==> src/rtl/cmd_regif.sv <==
module cmd_regif #(
  parameter int          NUM_EP  = 16,
  parameter int          CFG_W   = 8,
  parameter int          ERR_W   = 8,
  parameter int          FRM_W   = 11,
  parameter int          IRQ_W   = 32,
  parameter logic [15:0] CHIP_ID = 16'h5A31
) (
  input  logic                    clk,
  input  logic                    rst_n,
  input  logic                    cmd_wr,
  input  logic                    data_wr,
  input  logic                    data_rd,
  input  logic [15:0]             wdata,
  output logic [15:0]             rdata,
  output logic [1:0]              words_left,
  output logic                    cmd_err,
  output logic                    ack_setup,
  output logic                    unlock_pulse,
  output logic [15:0]             unlock_data,
  input  logic [NUM_EP*ERR_W-1:0] ep_err_codes,
  input  logic [FRM_W-1:0]        frame_num,
  input  logic [IRQ_W-1:0]        irq_status,
  output logic [NUM_EP*CFG_W-1:0] ep_cfg
);
  localparam int IDX_W = $clog2(NUM_EP);

  function automatic logic [1:0] words_for(input int nbytes);
    return 2'((nbytes + 1) / 2);
  endfunction

  localparam logic [1:0] W_CFG = words_for((CFG_W + 7) / 8);
  localparam logic [1:0] W_ERR = words_for((ERR_W + 7) / 8);
  localparam logic [1:0] W_FRM = words_for((FRM_W + 7) / 8);
  localparam logic [1:0] W_REG = words_for(2);
  localparam logic [1:0] W_IRQ = words_for(IRQ_W / 8);

  logic [7:0]  code, cmd_q;
  logic        rd_q, known, is_rd, ep_ok, wr_ok, rd_ok;
  logic [1:0]  nw, left_q;
  logic [15:0] scratch_q;
  logic [CFG_W-1:0] cfg_q [NUM_EP];
  logic [IDX_W-1:0] idx;

  assign code  = wdata[7:0];
  assign ep_ok = (int'(code[3:0]) < NUM_EP);
  assign idx   = cmd_q[IDX_W-1:0];
  assign wr_ok = data_wr && !cmd_wr && (left_q != 2'd0) && !rd_q;
  assign rd_ok = data_rd && !cmd_wr && (left_q != 2'd0) && rd_q;
  assign words_left = left_q;

  always_comb begin
    known = 1'b1;
    is_rd = 1'b1;
    nw    = 2'd0;
    casez (code)
      8'h2?:        begin is_rd = 1'b0; nw = W_CFG; known = ep_ok; end
      8'h3?:        begin nw = W_CFG; known = ep_ok; end
      8'hA?:        begin nw = W_ERR; known = ep_ok; end
      8'hB0, 8'hB2: begin is_rd = 1'b0; nw = W_REG; end
      8'hB3, 8'hB5: nw = W_REG;
      8'hB4:        nw = W_FRM;
      8'hC0:        nw = W_IRQ;
      8'hF4:        nw = 2'd0;
      default:      known = 1'b0;
    endcase
  end

  always_ff @(posedge clk) begin
    if (!rst_n) begin
      cmd_q        <= 8'h00;
      rd_q         <= 1'b0;
      left_q       <= 2'd0;
      cmd_err      <= 1'b0;
      ack_setup    <= 1'b0;
      unlock_pulse <= 1'b0;
      unlock_data  <= 16'h0000;
      scratch_q    <= 16'h0000;
    end else begin
      ack_setup    <= cmd_wr && (code == 8'hF4);
      unlock_pulse <= 1'b0;
      if (cmd_wr) begin
        cmd_q   <= code;
        rd_q    <= is_rd;
        left_q  <= known ? nw : 2'd0;
        cmd_err <= !known;
      end else if (wr_ok || rd_ok) begin
        left_q <= left_q - 2'd1;
      end
      if (wr_ok && cmd_q == 8'hB0) begin
        unlock_pulse <= 1'b1;
        unlock_data  <= wdata;
      end
      if (wr_ok && cmd_q == 8'hB2) scratch_q <= wdata;
    end
  end

  for (genvar e = 0; e < NUM_EP; e++) begin : g_cfg
    always_ff @(posedge clk) begin
      if (!rst_n)
        cfg_q[e] <= '0;
      else if (wr_ok && cmd_q[7:4] == 4'h2 && idx == IDX_W'(e))
        cfg_q[e] <= wdata[CFG_W-1:0];
    end
    assign ep_cfg[e*CFG_W +: CFG_W] = cfg_q[e];
  end

  always_comb begin
    rdata = 16'h0000;
    if (rd_q && left_q != 2'd0) begin
      casez (cmd_q)
        8'h3?:   rdata = 16'(cfg_q[idx]);
        8'hA?:   rdata = 16'(ep_err_codes[int'(idx)*ERR_W +: ERR_W]);
        8'hB3:   rdata = scratch_q;
        8'hB4:   rdata = 16'(frame_num);
        8'hB5:   rdata = CHIP_ID;
        8'hC0:   rdata = irq_status[int'(W_IRQ - left_q)*16 +: 16];
        default: rdata = 16'h0000;
      endcase
    end
  end
endmodule

==> config.mk <==
export PLATFORM = sky130hd
export DESIGN_NAME = cmd_regif
export DESIGN_NICKNAME = d
export VERILOG_FILES = /design/src/rtl/cmd_regif.sv
export SDC_FILE = /design/constraint.sdc
export NUM_CORES = 1
export LEC_CHECK = 0
export BUFFER_PORTS_ARGS = -buffer_cell sky130_fd_sc_hd__buf_2
export CORE_AREA = 4 4 145 147
export CTS_CLUSTER_SIZE = 14
export DETAILED_ROUTE_END_ITERATION = 16
export DIE_AREA = 0 0 149 151
export PLACE_DENSITY = 0.79
export SYNTH_ARGS = -nofsm -noshare
export SYNTH_HDL_FRONTEND = slang
export SYNTH_SLANG_ARGS = --single-unit
==> constraint.sdc <==
create_clock -name clk -period 3.3 [get_ports clk]
set_input_delay 0.33 -clock clk [delete_from_list [all_inputs] [get_ports clk]]
set_output_delay 0.33 -clock clk [all_outputs]
set_load 0.01 [all_outputs]
==> results by group <==
Clock tree
  • Clk_lat worst skew: 0.43 ns
  • CTS tree: done
  • CTS Buffer Depth: 2
  • Hold buffers post-CTS: 0
  • Clock sinks: 178
  • CTS clk-pin slew, worst paths: 0.07 ns
  • Root Buffer: clkbuf_16
  • # H-tree levels: 4
  • Number of CTS-inserted buffers: 17

STA
  • Slew Limit Fails: 0
  • RSZ-0062 raised after global routing: no
  • Final setup vio count: 0
  • F_max: 325 MHz
  • TNS Setup: 0 ns
  • Endpoints failing hold: 0
  • Fin crit share: 93.2%
  • Least-Margin Pin Slew: 0.945 ns
  • Worst slew margin: 36.9%
  • WHS: 0.173 ns
  • Worst Skew: 0.0116 ns
  • Fin crit period: 3.08 ns

Die
  • Io pins: 357
  • Core Box Area: 0.0199 mm^2
  • Die Area: 0.0225 mm^2
  • Row count: 52
  • Initial Util: 48.9%
  • Die height: 151 um
  • Die X: 149 um

Detailed routing
  • Initial drt markers: 854
  • Antenna viol nets, final: 0
  • DRC Markers: 0
  • Vias after detailed routing: 8532
  • Vias/cell: 5.97
  • Routed WL: 34.6 mm
  • Post-DR wirelength/cell: 24.2 um
  • 1st-pass router iterations: 5

Power
  • Flop pwr share: 47.3%
  • Switch share: 25.2%
  • Worst vdd ir: 0.341 mV
  • Psw: 0.00134 W
  • Final Power: 0.00533 W
  • Combinational cell fraction of total power: 13.1%
  • LEAKAGE: 5.04 nW
  • Clk pwr share: 39.6%
  • Pint: 0.00398 W
  • Power Dens Cells: 428 mW/mm^2

Yosys
  • Most numerous cell in the Yosys netlist: and2_1
  • Post-synthesis async set-or-reset flop share: 0%
  • Adder-Cell Fraction of Synth Area: 0.257%
  • Post-synth EDFFs: 128
  • Multiplexer share of the synthesized area: 17.7%
  • Largest family of logic cells by synthesized area: multiplexers
  • Post-Synth XOR/XNOR Area: 0.180%
  • Complex-gate fraction of the synthesized area: 10.7%
  • Most instantiated cells after synthesis: 134 x and2_1, 128 x edfxtp_1, 61 x mux4_2
  • Synth Area per Inst: 12.0 um^2
  • Yosys cell types: 54
  • Cell taking the most area after synthesis: edfxtp_1
  • Syn Nets: 1003
  • Ys flop type: edfxtp_1
  • Synth Instances: 809
  • YS warnings: 0
  • Yosys top cell area share: 39.5%
  • Post-Synth Simple-Gate Area: 17.7%
  • Area of the mapped netlist: 0.00974 mm^2
  • Flops & latches, synth: 178
  • Post-synthesis sequential area ratio: 49.8%
  • Top post-synthesis cells by area: edfxtp_1 39%, mux4_2 14%, dfxtp_1 10%, and2_1 8.6%, o21ai_0 2.9%

Setup path
  • Worst Path Arrival: 2.75 ns
  • CP max FO: 10
  • CP Class: flip-flop to output port
  • Crit path launch type: flip-flop
  • Reg2reg end: cfg_q[5][2]
  • Worst path required time: 2.97 ns
  • R2R setup slack: 0.68 ns
  • R2R depth: 5
  • Reg-to-Reg Start: cmd_q[2]
  • Crit end category: output port

Final layout
  • Layout cells sized above 1: 44.7%
  • Register area: 0.00485 mm^2
  • Final-stage net count: 1339
  • P&R area growth vs syn: 27.8%
  • Multi-input gate area: 0.00455 mm^2
  • Fillers: 1583

Status
  • Outcome: completed

Global routing
  • Gr usage total: 29.5%
  • Pin count of the biggest net entering global routing: 44
  • Total gr overflow: 0
  • First-pass GRT wire length: 49.9 mm
  • Vias in the first global route: 8412
  • Initial antenna violation count: 1

Hold path
  • Hold depth: 3
  • Path category of the worst min-delay check: input pin to flip-flop
  • HP Start: wdata[12]
  • Hold Path Sink: scratch_q[12]

Placed design
  • Port Buf Inserts: 356
  • Hpwl dp: 26.3 mm
  • Final RePlAce weighted congestion: 0.923

Run
  • Maxcap violations: 0
-- per-layer routing --
layer,GRT usage (%),wire length (um),vias to the layer above
met5,0,0,-
met4,9.29,966,0
met3,5.57,3020,65
met2,51.8,17900,503
met1,37.2,12700,4205
li1,-,-,3759
-- how the worst max path moves through the flow --
stage | to | from | slack, ns
3_5_place_dp | rdata[6] | cmd_q[4] | 0.61
6_report | rdata[4] | cmd_q[4] | 0.22
2_1_floorplan | cfg_q[13][0] | words_left[0] | 0.17
5_1_grt | rdata[1] | cmd_q[4] | 0.01
4_1_cts | rdata[6] | cmd_q[4] | 0.15
3_3_place_gp | rdata[6] | cmd_q[4] | 0.65
-- sequential cells by signal, summed over array words and instances (netlist names), named ones only --
name,cells
unlock_data,16
cmd_err,1
unlock_pulse,1
scratch_q,16
rd_q,1
words_left,2
ack_setup,1
cmd_q,8
cfg_q,128
-- cells by family (layout without fill, tap and decap cells) --
logic type | count (synthesis) | after routing
flops | 178 | 178
mux | 94 | 94
compound gates | 165 | 165
xor+xnor | 2 | 2
buf+inv | 84 | 433
other cells | 0 | 1
fa+ha+maj | 2 | 2
simple gates | 284 | 284
-- power groups by stage --
stage	combinational, W	clock (W)	sequential (W)
2_1_floorplan	0.000360	0	0.00256
3_3_place_gp	0.000684	0	0.00257
3_5_place_dp	0.000690	0	0.00257
4_1_cts	0.000695	0.00212	0.00252
5_1_grt	0.000736	0.00222	0.00253
6_report	0.000697	0.00211	0.00252
-- worst max-delay path, cell delays in order, from the launching register on --
cell and delay (ns):
dfxtp_1 0.55, nand4b_1 0.36, nor2_1 0.59, a22oi_1 0.25, a41oi_1 0.38, buf_2 0.20
-- cell usage in the layout (no fill, tap or decap), types with 5 or more instances in the layout --
cell,count
nor3_1,5
nand2b_1,5
buf_2,356
o21ai_0,56
a41oi_1,12
and4b_1,6
mux4_2,61
a22oi_1,29
nand2_1,19
clkbuf_16,17
inv_6,5
nor2_1,33
inv_1,9
nand4b_1,6
nand3_1,37
mux2i_1,14
a21oi_1,43
a21o_1,9
o211ai_1,6
nor2b_1,8
edfxtp_1,128
mux2_2,19
buf_4,33
and2_1,134
dfxtp_1,47
-- what timing repair did --
action | 4_1_cts | 5_1_grt
gates resized for setup | 0 | 2
endpoints found under the setup margin | 0 | 5
setup buffers | 0 | 1
-- final cells by class --
cell class                 instances  share of cell area (%)
sequential                       178                    39.0
multi-input combinational        547                    36.5
timing repair buffer             391                    16.6
clock buffer                      18                    3.45
tap                              270                    2.71
clock inverter                    14                    1.40
inverter                          10                   0.302
antenna                            1                  0.0201
-- stage by stage --
| stage | instances | cell area (um^2) | util [%] | worst slack, ns |
|---|---|---|---|---|
| finish | 1429 | 12400 | 62.5 | 0.224 |
| global route | 1429 | 12400 | 62.5 | 0.0119 |
| CTS | 1427 | 12400 | 62.4 | 0.147 |
| global placement | 1395 | 11800 | 59.3 | 0.647 |
| floorplan | 809 | 9740 | - | 0.170 |
| detailed placement | 1395 | 11800 | 59.3 | 0.610 |
(Power assumes the default switching activity.)
